File: config.mk
export PLATFORM = sky130hd
export DESIGN_NAME = pulse_timer
export DESIGN_NICKNAME = d
export VERILOG_FILES = /design/src/rtl/tmr_pkg.sv /design/src/rtl/tmr_regs.sv /design/src/rtl/tmr_core.sv /design/src/rtl/tmr_out.sv /design/src/rtl/pulse_timer.sv
export SDC_FILE = /design/constraint.sdc
export NUM_CORES = 1
export LEC_CHECK = 0
export ABC_CLOCK_PERIOD_IN_PS = 2700
export BUFFER_PORTS_ARGS = -buffer_cell sky130_fd_sc_hd__buf_2
export CAP_MARGIN = 10
export CELL_PAD_IN_SITES_DETAIL_PLACEMENT = 0
export CELL_PAD_IN_SITES_GLOBAL_PLACEMENT = 1
export CORE_MARGIN = 1.5
export CORE_UTILIZATION = 45
export DETAILED_ROUTE_END_ITERATION = 12
export PLACE_DENSITY_LB_ADDON = 0.1
export REMOVE_ABC_BUFFERS = 1
export SETUP_SLACK_MARGIN = 0.3
export SYNTH_ARGS = -nofsm -noshare
export SYNTH_HDL_FRONTEND = slang
export SYNTH_HIERARCHICAL = 1
export SYNTH_SLANG_ARGS = --single-unit
File: constraint.sdc
create_clock -name clk -period 2.7 [get_ports clk]
set_input_delay 0 -clock clk [delete_from_list [all_inputs] [get_ports clk]]
set_output_delay 0 -clock clk [all_outputs]
set_load 0.05 [all_outputs]
File: src/rtl/tmr_pkg.sv
package tmr_pkg;
    // register window
    localparam int unsigned A_CTR_LO  = 0;
    localparam int unsigned A_CTR_HI  = 1;
    localparam int unsigned A_LAT_LO  = 2;
    localparam int unsigned A_LAT_HI  = 3;
    localparam int unsigned A_CTRL    = 4;
    localparam int unsigned A_FLAG    = 5;
    localparam int unsigned A_ENABLE  = 6;

    // control bits
    localparam int unsigned CTL_DRIVE = 7;
    localparam int unsigned CTL_FREE  = 6;

    // flag / enable register bits
    localparam int unsigned IE_SETSEL = 7;
    localparam int unsigned TMR_BIT   = 0;
endpackage

File: src/rtl/tmr_regs.sv
module tmr_regs
    import tmr_pkg::*;
#(
    parameter int ADDR_W = 4,
    parameter int DATA_W = 8
) (
    input  logic                  clk,
    input  logic                  rst_n,
    input  logic                  wr_en,
    input  logic [ADDR_W-1:0]     addr,
    input  logic [DATA_W-1:0]     wdata,
    output logic [2*DATA_W-1:0]   latch,
    output logic [2*DATA_W-1:0]   load_value,
    output logic                  load,
    output logic                  flag_clr,
    output logic                  drive,
    output logic                  free_run,
    output logic                  ien
);
    typedef struct packed {
        logic [DATA_W-1:0] lat_lo;
        logic [DATA_W-1:0] lat_hi;
        logic              drive;
        logic              free;
        logic              ien;
    } regs_t;

    regs_t r_d, r_q;
    logic  sel_lo, sel_hi, sel_ctrl, sel_flag, sel_en;

    always_comb begin
        sel_lo   = wr_en && ((addr == ADDR_W'(A_CTR_LO)) || (addr == ADDR_W'(A_LAT_LO)));
        sel_hi   = wr_en && ((addr == ADDR_W'(A_CTR_HI)) || (addr == ADDR_W'(A_LAT_HI)));
        sel_ctrl = wr_en && (addr == ADDR_W'(A_CTRL));
        sel_flag = wr_en && (addr == ADDR_W'(A_FLAG));
        sel_en   = wr_en && (addr == ADDR_W'(A_ENABLE));

        r_d = r_q;
        if (sel_lo) r_d.lat_lo = wdata;
        if (sel_hi) r_d.lat_hi = wdata;
        if (sel_ctrl) begin
            r_d.drive = wdata[CTL_DRIVE];
            r_d.free  = wdata[CTL_FREE];
        end
        if (sel_en && wdata[TMR_BIT]) begin
            r_d.ien = wdata[IE_SETSEL];
        end

        load       = wr_en && (addr == ADDR_W'(A_CTR_HI));
        load_value = {wdata, r_q.lat_lo};
        flag_clr   = sel_flag && wdata[TMR_BIT];
        latch      = {r_q.lat_hi, r_q.lat_lo};
        drive      = r_q.drive;
        free_run   = r_q.free;
        ien        = r_q.ien;
    end

    always_ff @(posedge clk) begin
        if (!rst_n) r_q <= '0;
        else        r_q <= r_d;
    end
endmodule

File: src/rtl/tmr_core.sv
module tmr_core #(
    parameter int CNT_W = 16
) (
    input  logic             clk,
    input  logic             rst_n,
    input  logic             ce,
    input  logic             load,
    input  logic [CNT_W-1:0] load_value,
    input  logic [CNT_W-1:0] latch,
    input  logic             free_run,
    output logic             expire
);
    typedef struct packed {
        logic [CNT_W-1:0] cnt;
        logic             uf;     // counter passed through zero on the last tick
        logic             armed;  // one-shot still waiting for its expiry
    } core_t;

    core_t c_d, c_q;

    always_comb begin
        c_d    = c_q;
        expire = 1'b0;
        if (load) begin
            c_d.cnt   = load_value;
            c_d.uf    = 1'b0;
            c_d.armed = 1'b1;
        end else if (ce) begin
            expire = c_q.uf && (c_q.armed || free_run);
            if (c_q.uf && free_run) c_d.cnt = latch;
            else                    c_d.cnt = c_q.cnt - CNT_W'(1);
            c_d.uf = (c_q.cnt == '0);
            if (c_q.uf) c_d.armed = 1'b0;
        end
    end

    always_ff @(posedge clk) begin
        if (!rst_n) c_q <= '0;
        else        c_q <= c_d;
    end
endmodule

File: src/rtl/tmr_out.sv
module tmr_out (
    input  logic clk,
    input  logic rst_n,
    input  logic load,
    input  logic expire,
    input  logic free_run,
    input  logic flag_clr,
    input  logic ien,
    input  logic drive,
    output logic flag,
    output logic pin_out,
    output logic irq
);
    typedef struct packed {
        logic flag;
        logic pin;
    } out_t;

    out_t o_d, o_q;

    always_comb begin
        o_d = o_q;
        if (load) begin
            o_d.flag = 1'b0;
            o_d.pin  = 1'b0;
        end else if (expire) begin
            o_d.flag = 1'b1;
            o_d.pin  = free_run ? ~o_q.pin : 1'b1;
        end else if (flag_clr) begin
            o_d.flag = 1'b0;
        end
        flag    = o_q.flag;
        pin_out = drive ? o_q.pin : 1'b1;
        irq     = o_q.flag && ien;
    end

    always_ff @(posedge clk) begin
        if (!rst_n) o_q <= '0;
        else        o_q <= o_d;
    end
endmodule

File: src/rtl/pulse_timer.sv
module pulse_timer #(
    parameter int ADDR_W = 4,
    parameter int DATA_W = 8
) (
    input  logic              clk,
    input  logic              rst_n,
    input  logic              ce,
    input  logic              wr_en,
    input  logic [ADDR_W-1:0] addr,
    input  logic [DATA_W-1:0] wdata,
    output logic              pin_out,
    output logic              irq
);
    localparam int CNT_W = 2 * DATA_W;

    logic [CNT_W-1:0] latch_w, load_value_w;
    logic load_w, flag_clr_w, drive_w, free_w, ien_w, expire_w, flag_w;

    tmr_regs #(.ADDR_W(ADDR_W), .DATA_W(DATA_W)) u_regs (
        .clk(clk), .rst_n(rst_n), .wr_en(wr_en), .addr(addr), .wdata(wdata),
        .latch(latch_w), .load_value(load_value_w), .load(load_w),
        .flag_clr(flag_clr_w), .drive(drive_w), .free_run(free_w), .ien(ien_w)
    );

    tmr_core #(.CNT_W(CNT_W)) u_core (
        .clk(clk), .rst_n(rst_n), .ce(ce), .load(load_w),
        .load_value(load_value_w), .latch(latch_w), .free_run(free_w),
        .expire(expire_w)
    );

    tmr_out u_out (
        .clk(clk), .rst_n(rst_n), .load(load_w), .expire(expire_w),
        .free_run(free_w), .flag_clr(flag_clr_w), .ien(ien_w), .drive(drive_w),
        .flag(flag_w), .pin_out(pin_out), .irq(irq)
    );
endmodule

==> results of run 1 <==
## worst max-delay path by stage
stage | slack (ns) | depth (start not counted) | to
2_1_floorplan | 0.28 | 6 | u_core/c_q[12]$_SDFFE_PN0P_
3_3_place_gp | 0.55 | 6 | u_core/c_q[12]$_SDFFE_PN0P_
3_5_place_dp | 0.53 | 6 | u_core/c_q[8]$_SDFFE_PN0P_
4_1_cts | 0.51 | 6 | u_core/c_q[8]$_SDFFE_PN0P_
5_1_grt | 0.41 | 6 | u_core/c_q[12]$_SDFFE_PN0P_
6_report | 0.52 | 6 | u_core/c_q[8]$_SDFFE_PN0P_
## power breakdown
group | internal [mW] | leakage [nW] | switching [mW]
logic | 0.157 | 0.548 | 0.187
clock network | 0.233 | 0.0515 | 0.214
registers | 0.610 | 0.317 | 0.0470
## cells in the final DEF, fill, tap and decap left out, types with 7 or more instances in the layout
master,count
sky130_fd_sc_hd__dfxtp_1,39
sky130_fd_sc_hd__o21ai_0,30
sky130_fd_sc_hd__nand2_1,26
sky130_fd_sc_hd__nand3_1,22
sky130_fd_sc_hd__a21oi_1,19
sky130_fd_sc_hd__buf_2,17
sky130_fd_sc_hd__nor2_1,14
sky130_fd_sc_hd__o21ai_2,8
sky130_fd_sc_hd__clkbuf_8,7
sky130_fd_sc_hd__nor3_1,7
sky130_fd_sc_hd__nor3b_1,7
sky130_fd_sc_hd__nand2b_1,7
## layer usage
layer	up-vias	GRT usage, %
li1	1080	-
met1	1014	32.7
met2	36	35.4
met3	6	4.76
met4	0	5.36
met5	-	0
## final cells by class
class                   instances  share of cell area [%]
well taps                      70                    3.46
inverters                       6                   0.889
clock buffers                   8                    3.95
multi-input cells             216                    53.4
flip-flops and latches         39                    30.8
repair buffers                 29                    7.51
## sequential cells by signal, indices dropped and copies added (netlist names)
signal,flops
u_core/c_q,18
u_regs/latch,16
u_out/flag,1
u_out/o_q,1
u_regs/drive,1
u_regs/free_run,1
u_regs/ien,1
## metrics by stage
step | setup slack, ns | hold WS, ns | total power [mW] | cell area [sq um]
6_report | 0.517 | 0.0190 | 1.45 | 2530
5_1_grt | 0.408 | 0.0103 | 1.53 | 2530
4_1_cts | 0.511 | 0.0118 | 1.46 | 2530
3_5_place_dp | 0.530 | 0.255 | 1.00 | 2370
3_3_place_gp | 0.551 | 0.250 | 1.00 | 2370
2_1_floorplan | 0.281 | 0.125 | 0.901 | 2150
## kinds of logic after synthesis
family	Yosys count	synth area share, %
AND/OR/NAND/NOR	123	30.0
AO/OA/AOI/OAI	86	23.7
buffers and inverters	44	10.3
flip-flops	39	32.9
multiplexers	6	2.58
adder cells (fa/ha/maj)	1	0.527
## worst min-delay path, cell delays in order
cell and delay (ns):
sky130_fd_sc_hd__buf_2 0.13, sky130_fd_sc_hd__nand2_1 0.10, sky130_fd_sc_hd__o21ai_2 0.05
## what timing repair did
action                                 CTS  global route
hold buffers                             6             0
setup endpoints to repair                0             0
buffers inserted                         0             0
resized for setup                        0             0
endpoints found under the hold margin    8             0
==> summary.txt, run 1 <==
GRT
  – Global Route Usage Sum: between 20% and 30%
  – Global-route wire length before repair: 9.65 mm
  – Number of global-route vias before repair: 1,830
  – Initial antenna violation count: 0
  – Total congestion overflow after global routing: 0
  – Pin count of the biggest net entering global routing: 43

Synthesis
  – Post-Synthesis Cells: 299
  – Mean instance size in the synthesized netlist: 7.94 sq um
  – Synth top area share: 32.9%
  – Commonest register cell after synthesis: sky130_fd_sc_hd__dfxtp_1
  – Seq/Total Area, Yosys: 32.9%
  – Most numerous cell types in the synthesized netlist: sky130_fd_sc_hd__dfxtp_1 (39), sky130_fd_sc_hd__o21ai_0 (30), sky130_fd_sc_hd__nand2_1 (26)
  – Library cells used by synthesis: 59
  – Total of flip-flops plus latches after synthesis: 39
  – FFs w/ async S/R, synth: 0%
  – Yosys synthesis warning count: 6
  – Synthesized area: ~0.0024 sq mm
  – Largest area contributor in the netlist: sky130_fd_sc_hd__dfxtp_1
  – Top post-synthesis cells by area: sky130_fd_sc_hd__dfxtp_1 (33%), sky130_fd_sc_hd__o21ai_0 (6.3%), sky130_fd_sc_hd__buf_4 (5.1%)
  – Count of flip-flops with a built-in enable after synthesis: 0
  – Top-count cell post-synth: sky130_fd_sc_hd__dfxtp_1

Drt
  – Top layer reached by signal wires: met4
  – Met3 wire length: 183 um
  – Avg WL per Cell: 16.6 um
  – Length of the first detailed-routing pass in iterations: 4
  – Amount of wire on met2 after detailed routing: 2.71 mm
  – Antenna-violating nets left: 0
  – Via count: 2,136
  – Post-Route WL: 6.12 mm
  – Routed via count divided by cell count: between 5 and 6
  – DRC violation count after routing: 0
  – Detailed-route wire length on metal 1: between 3 and 4 mm
  – Detailed Route Iter0 Violations: 131

Setup path
  – Crit path required time: 2.88 ns
  – CP Launch Point: u_core/c_q[2]$_SDFFE_PN0P_
  – Delay of the slowest cell on the worst path: 0.64 ns
  – Setup CP Type: reg2reg
  – Cell class contributing the biggest share of worst-path delay: simple AND/OR/NAND/NOR gates
  – Worst r2r dst: u_core/c_q[8]$_SDFFE_PN0P_
  – R2r setup slk: 0.52 ns
  – Critical path arrival: 2.36 ns
  – Crit-path slowest cell: sky130_fd_sc_hd__or4b_1
  – Nature of the critical path endpoint: flop
  – Reg2Reg Depth: 6
  – Crit path max fanout: 9
  – Source of the worst register-to-register timing path: u_core/c_q[2]$_SDFFE_PN0P_
  – Worst path bufs/invs: 1
  – Crit path cell chain: inv_1 -> ha_1 -> or4b_1 -> or3b_2 -> a32oi_1 -> a21oi_1
  – Startpoint type of the worst setup path: flop

Floorplan
  – FP Rows: 26
  – Initial Utilization: 46.5%
  – Core outline area: 0.00511 sq mm
  – Boundary pin count: 18
  – Horizontal die dimension: between 70 and 80 um
  – Full die area: 0.00572 sq mm
  – Floorplan die height: 75.6 um

Clocking
  – Source-to-sink clock delay at the later pin of the worst-skew pair: ~0.3 ns
  – CTS Root Cell: sky130_fd_sc_hd__clkbuf_8
  – Buffer depth of the longest clock path: 2
  – Register clock-pin slew on the reported worst setup and hold paths: approximately 0.080 ns
  – CTS tree: done
  – H-tree levels: 2
  – Clock buffer count from CTS: 5
  – TritonCTS Sinks: 39

Finish
  – Count of antenna diodes in the layout: 0
  – Count of placed standard cells in the final layout, fillers left out: 368
  – Area of the multi-input gates: ~0.0014 sq mm
  – Layout cells sized above 1: 17.8%
  – Area occupied by registers: 781 sq um
  – Layout-stage area growth over the synthesis result: 6.64%
  – Final net count: 314
  – Final core occ: 49.6%
  – Filler cell count: ~540

Hold path
  – Source of the worst hold timing path: wdata[0]
  – Number of cells on the worst hold path: 3
  – Hold crit path type: in2reg
  – Min-Delay Endpoint: u_regs/latch[0]$_SDFFE_PN0P_

Timing
  – Final setup fails: 0
  – Fin. Hold Viols: 0
  – Min Tclk post-route: 2.18 ns
  – Clock tree skew after final layout: 0.00532 ns
  – Share of the clock period used by the worst path after layout: approximately four fifths
  – Slew @ Worst Pin: 0.892 ns
  – Upper clock frequency limit: 458 MHz
  – Tightest slew margin relative to the limit: 40.5%
  – Setup repair after global routing missed its margin: no
  – Sum of negative setup slack: 0 ns
  – Final Max Slew Viols: 0

Placed design
  – Half-perimeter wire length after placement: 4.03 mm
  – Dpl cells: 354
  – Gp weighted congestion: about 0.81
  – Port bufs: 17

Pwr
  – Maximum ir drop on the vdd rail: around 0.00024 V
  – Leakage: about 0.9 nW
  – Power per Cell Area: 572 mW/mm^2

Flow run
  – Reported max-cap violation count: 0

Outcome
  – Run status: complete, no violations
No activity file was read; power rests on OpenSTA's default activity.
==> inputs of run 2 (changes only) <==
ABC_CLOCK_PERIOD_IN_PS = 2050   (was 2700)
clock period = 2.05 ns   (was 2.7 ns; I/O delays follow)
==> run 2 against run 1 <==
Core utilization rose by 4.6 points. Critical path type unchanged. Critical endpoint is now u_core/c_q[12]$_SDFFE_PN0P_. Clock skew rose by 0.0013 ns. Flip-flop and latch count stayed put. Combinational power rose by 72%. Sequential power up 30%. Via count rose by 2.7%.
==> summary.txt, run 2 (synthesis results as in run 1) <==
Drt
  – DRC violation count after routing: 0
  – Antenna-violating nets left: 0
  – Via count: around 2,200
  – Routed via count divided by cell count: between 5 and 6
  – Detailed Route Iter0 Violations: 120
  – Avg WL per Cell: approximately 16 um
  – Post-Route WL: between 6 and 7 mm
  – Length of the first detailed-routing pass in iterations: 5

Timing
  – Setup repair after global routing missed its margin: yes
  – Share of the clock period used by the worst path after layout: between 90 and 100%
  – Slew @ Worst Pin: around 0.50 ns
  – Upper clock frequency limit: 530 MHz
  – Fin. Hold Viols: 0
  – Final setup fails: 0
  – Final Max Slew Viols: 0
  – Sum of negative setup slack: 0 ns
  – Min Tclk post-route: 1.89 ns
  – Tightest slew margin relative to the limit: 66.7%
  – Clock tree skew after final layout: around 0.0066 ns

Floorplan
  – Initial Utilization: 46.5%
  – Core outline area: 0.00511 sq mm
  – Horizontal die dimension: ~76 um
  – Boundary pin count: 18
  – Full die area: roughly 0.0057 sq mm
  – Floorplan die height: ~76 um
  – FP Rows: 26

Setup path
  – Crit-path slowest cell: sky130_fd_sc_hd__or4_4
  – Setup CP Type: reg2reg
  – Critical path arrival: ~2.1 ns
  – Nature of the critical path endpoint: flop
  – Crit path cell chain: inv_2 -> ha_4 -> or4b_4 -> or4_4 -> a21oi_2 -> o31ai_1
  – Crit path max fanout: 6
  – Delay of the slowest cell on the worst path: between 0.5 and 0.6 ns
  – R2r setup slk: 0.16 ns
  – Startpoint type of the worst setup path: flop
  – Cell class contributing the biggest share of worst-path delay: simple AND/OR/NAND/NOR gates
  – Worst path bufs/invs: 1
  – Crit path required time: 2.23 ns

Clocking
  – Register clock-pin slew on the reported worst setup and hold paths: 0.08 ns
  – Buffer depth of the longest clock path: 2
  – TritonCTS Sinks: 39
  – Source-to-sink clock delay at the later pin of the worst-skew pair: 0.29 ns
  – CTS Root Cell: sky130_fd_sc_hd__clkbuf_8
  – H-tree levels: 2
  – Clock buffer count from CTS: 5
  – CTS tree: done

Pwr
  – Leakage: 1.04 nW
  – Power per Cell Area: just over 700 mW/mm^2
  – Maximum ir drop on the vdd rail: approximately 0.00031 V

Finish
  – Most common cell after layout, fill and taps aside: sky130_fd_sc_hd__dfxtp_1
  – Most frequent cells in the layout: sky130_fd_sc_hd__dfxtp_1 (36), sky130_fd_sc_hd__o21ai_0 (28), sky130_fd_sc_hd__nand2_1 (26), sky130_fd_sc_hd__buf_4 (24), sky130_fd_sc_hd__nand3_1 (22)
  – Largest reg by FF count: u_core/c_q
  – Filler cell count: 503
  – Final net count: approximately 330
  – Flip-flop count of the largest register after layout: 18
  – Layout cells sized above 1: 27.4%
  – Count of antenna diodes in the layout: 0
  – Layout-stage area growth over the synthesis result: 16.5%
  – Final core occ: between 50% and 60%

GRT
  – Number of global-route vias before repair: roughly 2,000
  – Global Route Usage Sum: between 20% and 30%
  – Pin count of the biggest net entering global routing: 31
  – Total congestion overflow after global routing: 0
  – Initial antenna violation count: 0
  – Global-route wire length before repair: 9.94 mm

Placed design
  – Gp weighted congestion: 0.806
  – Half-perimeter wire length after placement: 4.23 mm
  – Port bufs: 17

Hold path
  – Hold crit path type: in2reg

Flow run
  – Reported max-cap violation count: 0

Outcome
  – Run status: complete, no violations
## run 2: worst min-delay path: cells and delay by family
kind	cells	cell delay (ns)
buf+inv	1	0.11
compound gates	1	0.06
simple gates	1	0.10
## run 2: worst paths after layout
check | end | from | cells after the start
worst min register to register | u_regs/ien$_SDFFE_PN0P_ | u_regs/ien$_SDFFE_PN0P_ | 2
worst min-delay path | u_regs/latch[4]$_SDFFE_PN0P_ | wdata[4] | 3
worst max register to register | u_core/c_q[12]$_SDFFE_PN0P_ | u_core/c_q[3]$_SDFFE_PN0P_ | 6
worst max-delay path | u_core/c_q[12]$_SDFFE_PN0P_ | u_core/c_q[3]$_SDFFE_PN0P_ | 6
## run 2: area by class of cell
class / instances / area, sq um / area share (%)
multi-input combinational: 216 / 1430 / 51.6
sequential: 39 / 785 / 28.4
timing repair buffer: 49 / 357 / 12.9
tap: 70 / 87.6 / 3.17
clock buffer: 6 / 82.6 / 2.99
inverter: 6 / 22.5 / 0.814
clock inverter: 1 / 5.00 / 0.181
## run 2: power by group
part / leakage [nW] / switching, mW / internal, mW / total (mW)
Combinational: 0.675 / 0.295 / 0.294 / 0.590
Sequential: 0.318 / 0.0509 / 0.805 / 0.856
Clock: 0.0470 / 0.268 / 0.264 / 0.532
## run 2: what timing repair did
item / in CTS / in global routing
endpoints found under the hold margin: 8 / 0
gates resized for setup: 14 / 9
hold buffers: 6 / 0
setup endpoints to repair: 9 / 9
setup buffers: 2 / 4
pin swaps: 6 / 10
## run 2: metrics by stage
stage	hold WS (ns)	cell area, sq um	setup slack, ns	std cells	total power, mW
after floorplan	0.125	2150	-0.369	261	1.19
after global placement	0.259	2490	0.00323	368	1.35
after detailed placement	0.255	2490	-0.0372	368	1.35
after CTS	0.00179	2700	0.150	383	1.94
after global routing	0.0258	2770	0.122	387	2.09
final	0.0130	2770	0.162	387	1.98
## run 2: per-layer routing
| metal | GRT usage, % | part of all wire, % | vias up |
|---|---|---|---|
| met2 | 35.9 | 46 | 54 |
| met1 | 33.6 | 48 | 1023 |
| met5 | 0 | 0 | - |
| li1 | - | - | 1112 |
| met3 | 4.63 | 4.8 | 5 |
| met4 | 6.35 | 0.70 | 0 |
==> inputs of run 3 (changes only) <==
ABC_AREA = 1   (was unset)
CORE_UTILIZATION = 42   (was 45)
==> run 3 against run 2 <==
Synthesized area fell by 3.7%. Routed wire length fell by 7.8%. Fmax rose by 32%. Via count fell by 4.5%. Critical endpoint is now u_core/c_q[15]$_SDFFE_PN0P_. Clock-buffer cell count rose by 1. Sequential share of layout area rose by 3.8 points. Final area fell by 12%. Die area rose by 3.1%. Synthesized cell count rose by 16%. Clock power fell by 5.8%.
==> summary.txt, run 3 <==
Finish
  – Most common cell after layout, fill and taps aside: sky130_fd_sc_hd__nor2_1
  – Layout-stage area growth over the synthesis result: 6.18%
  – Count of antenna diodes in the layout: 0
  – Flip-flop count of the largest register after layout: 18
  – Final net count: 368
  – Largest reg by FF count: u_core/c_q
  – Layout cells sized above 1: 13.6%
  – Final core occ: a little under half
  – Most frequent cells in the layout: sky130_fd_sc_hd__nor2_1 (82), sky130_fd_sc_hd__nand2_1 (60), sky130_fd_sc_hd__dfxtp_1 (39), sky130_fd_sc_hd__inv_1 (30)

Timing
  – Tightest slew margin relative to the limit: around 63%
  – Fin. Hold Viols: 0
  – Setup repair after global routing missed its margin: no
  – Min Tclk post-route: 1.43 ns
  – Share of the clock period used by the worst path after layout: 69.6%
  – Upper clock frequency limit: 701 MHz
  – Final Max Slew Viols: 0
  – Setup ws final: 0.624 ns
  – Clock tree skew after final layout: between 0.004 and 0.005 ns
  – Sum of negative setup slack: 0 ns
  – Slew @ Worst Pin: 0.558 ns
  – Final setup fails: 0

Drt
  – Via count: around 2,100
  – DRC violation count after routing: 0
  – Avg WL per Cell: roughly 13 um
  – Post-Route WL: 5.66 mm
  – Routed via count divided by cell count: 4.96
  – Detailed Route Iter0 Violations: 123
  – Length of the first detailed-routing pass in iterations: 4
  – Antenna-violating nets left: 0

Clocking
  – Source-to-sink clock delay at the later pin of the worst-skew pair: a little under 0.3 ns
  – Post-CTS setup buffers: 0
  – H-tree levels: 2
  – Number of buffers inserted for hold repair after clock tree synthesis: 2
  – Register clock-pin slew on the reported worst setup and hold paths: 0.08 ns
  – Buffer depth of the longest clock path: 2
  – CTS Root Cell: sky130_fd_sc_hd__clkbuf_8
  – Clock buffer count from CTS: 5
  – Resized Gates After CTS: 0
  – TritonCTS Sinks: 39
  – CTS tree: done

Synthesis
  – Seq/Total Area, Yosys: 34.1%
  – Top post-synthesis cells by area: sky130_fd_sc_hd__dfxtp_1 (34%), sky130_fd_sc_hd__nor2_1 (13%), sky130_fd_sc_hd__nand2_1 (9.8%)
  – Library cells used by synthesis: 31
  – Count of flip-flops with a built-in enable after synthesis: 0
  – Largest area contributor in the netlist: sky130_fd_sc_hd__dfxtp_1
  – Top-count cell post-synth: sky130_fd_sc_hd__nor2_1
  – Synthesized area: 0.00229 sq mm
  – Post-Synthesis Cells: 347
  – Mean instance size in the synthesized netlist: around 6.6 sq um
  – Most numerous cell types in the synthesized netlist: sky130_fd_sc_hd__nor2_1 (82), sky130_fd_sc_hd__nand2_1 (60), sky130_fd_sc_hd__dfxtp_1 (39)
  – Total of flip-flops plus latches after synthesis: 39
  – Yosys synthesis warning count: 6
  – FFs w/ async S/R, synth: 0%
  – Synth top area share: 34.1%
  – Commonest register cell after synthesis: sky130_fd_sc_hd__dfxtp_1

GRT
  – Total congestion overflow after global routing: 0
  – Global Route Usage Sum: 20.9%
  – Number of global-route vias before repair: ~2,000
  – Pin count of the biggest net entering global routing: 25
  – Initial antenna violation count: 0
  – Global-route wire length before repair: 9.74 mm

Setup path
  – Source of the worst register-to-register timing path: u_core/c_q[1]$_SDFFE_PP0P_
  – Startpoint type of the worst setup path: flop
  – R2r setup slk: 0.62 ns
  – Crit path max fanout: 21
  – Setup CP Type: reg2reg
  – Crit path required time: between 2 and 2.5 ns
  – Critical path arrival: 1.58 ns
  – Worst r2r dst: u_core/c_q[15]$_SDFFE_PN0P_
  – Nature of the critical path endpoint: flop
  – Reg2Reg Depth: 6

Hold path
  – Hold crit path type: in2reg
  – Number of cells on the worst hold path: 3
  – Min-Delay Endpoint: u_regs/latch[14]$_SDFFE_PN0P_
  – Source of the worst hold timing path: wdata[6]

Floorplan
  – FP Rows: 26
  – Floorplan die height: 76.8 um
  – Boundary pin count: 18
  – Initial Utilization: 44.2%
  – Core outline area: between 0.005 and 0.006 sq mm
  – Horizontal die dimension: 76.8 um
  – Full die area: roughly 0.0059 sq mm

Outcome
  – Run status: complete, no violations

Placed design
  – Port bufs: 17
  – Half-perimeter wire length after placement: 4.14 mm
  – Gp weighted congestion: 0.804
  – Post-place setup slack: 0.490 ns

Pwr
  – Leakage: 1.08 nW
  – Maximum ir drop on the vdd rail: 0.000367 V
  – Power per Cell Area: 787 mW/mm^2

Flow run
  – Reported max-cap violation count: 0
-- run 3: kinds of logic after synthesis --
logic type | synth area share, %
adders and majority gates | 0.547
DFF | 34.1
buffers and inverters | 13.1
xor gates and xnor gates | 1.15
and+or+nand+nor | 34.7
AOI/OAI and AO/OA | 16.4
-- run 3: worst max path at each step --
stage                                   to                  startpoint  slack, ns
2_1_floorplan    u_out/o_q[0]$_SDFFE_PP0P_                     addr[3]       0.06
5_1_grt        u_core/c_q[14]$_SDFFE_PN0P_  u_core/c_q[2]$_SDFFE_PN0P_       0.48
3_5_place_dp   u_core/c_q[17]$_SDFFE_PN0P_                     addr[3]       0.49
3_3_place_gp   u_core/c_q[17]$_SDFFE_PN0P_                     addr[3]       0.55
6_report       u_core/c_q[15]$_SDFFE_PN0P_  u_core/c_q[1]$_SDFFE_PP0P_       0.62
4_1_cts        u_core/c_q[15]$_SDFFE_PN0P_  u_core/c_q[1]$_SDFFE_PP0P_       0.61
-- run 3: critical path, stage by stage, from the launching register on --
cell and delay [ns]:
sky130_fd_sc_hd__dfxtp_1 0.39, sky130_fd_sc_hd__nand2_1 0.32, sky130_fd_sc_hd__buf_12 0.28, sky130_fd_sc_hd__nor2_1 0.14
sky130_fd_sc_hd__nor2_1 0.05, sky130_fd_sc_hd__nand2_1 0.06, sky130_fd_sc_hd__a21oi_1 0.05
-- run 3: stage by stage --
stage	cell area, sq um	hold WS [ns]	power (mW)	std cells
after global placement	2330	0.286	1.42	412
after detailed placement	2330	0.291	1.42	412
after floorplan	2120	0.0944	1.28	322
after global routing	2430	0.00562	2.06	422
after CTS	2430	0.000409	1.92	422
final	2430	0.00123	1.91	422
-- run 3: cell type report --
class / count / area, sq um
timing repair buffer: 22 / 140
fill: 575 / 2740
tap: 70 / 87.6
inverter: 34 / 133
clock buffer: 7 / 76.3
clock inverter: 1 / 5.00
sequential: 39 / 781
multi-input combinational: 249 / 1210
-- run 3: power breakdown --
group	switching, mW	internal [mW]	leakage [nW]	total, mW
sequential	0.0632	0.814	0.318	0.878
combinational	0.332	0.200	0.716	0.531
clock	0.262	0.239	0.0422	0.501
total	0.657	1.25	1.08	1.91
-- run 3: layer usage --
layer	global-route usage [%]	wire, um	share of wire [%]	vias to the layer above
met3	3.57	113	2.0	8
li1	-	-	-	1114
met4	6.11	61	1.1	0
met1	29.5	2880	51	954
met2	32.4	2610	46	19
met5	0	0	0	-
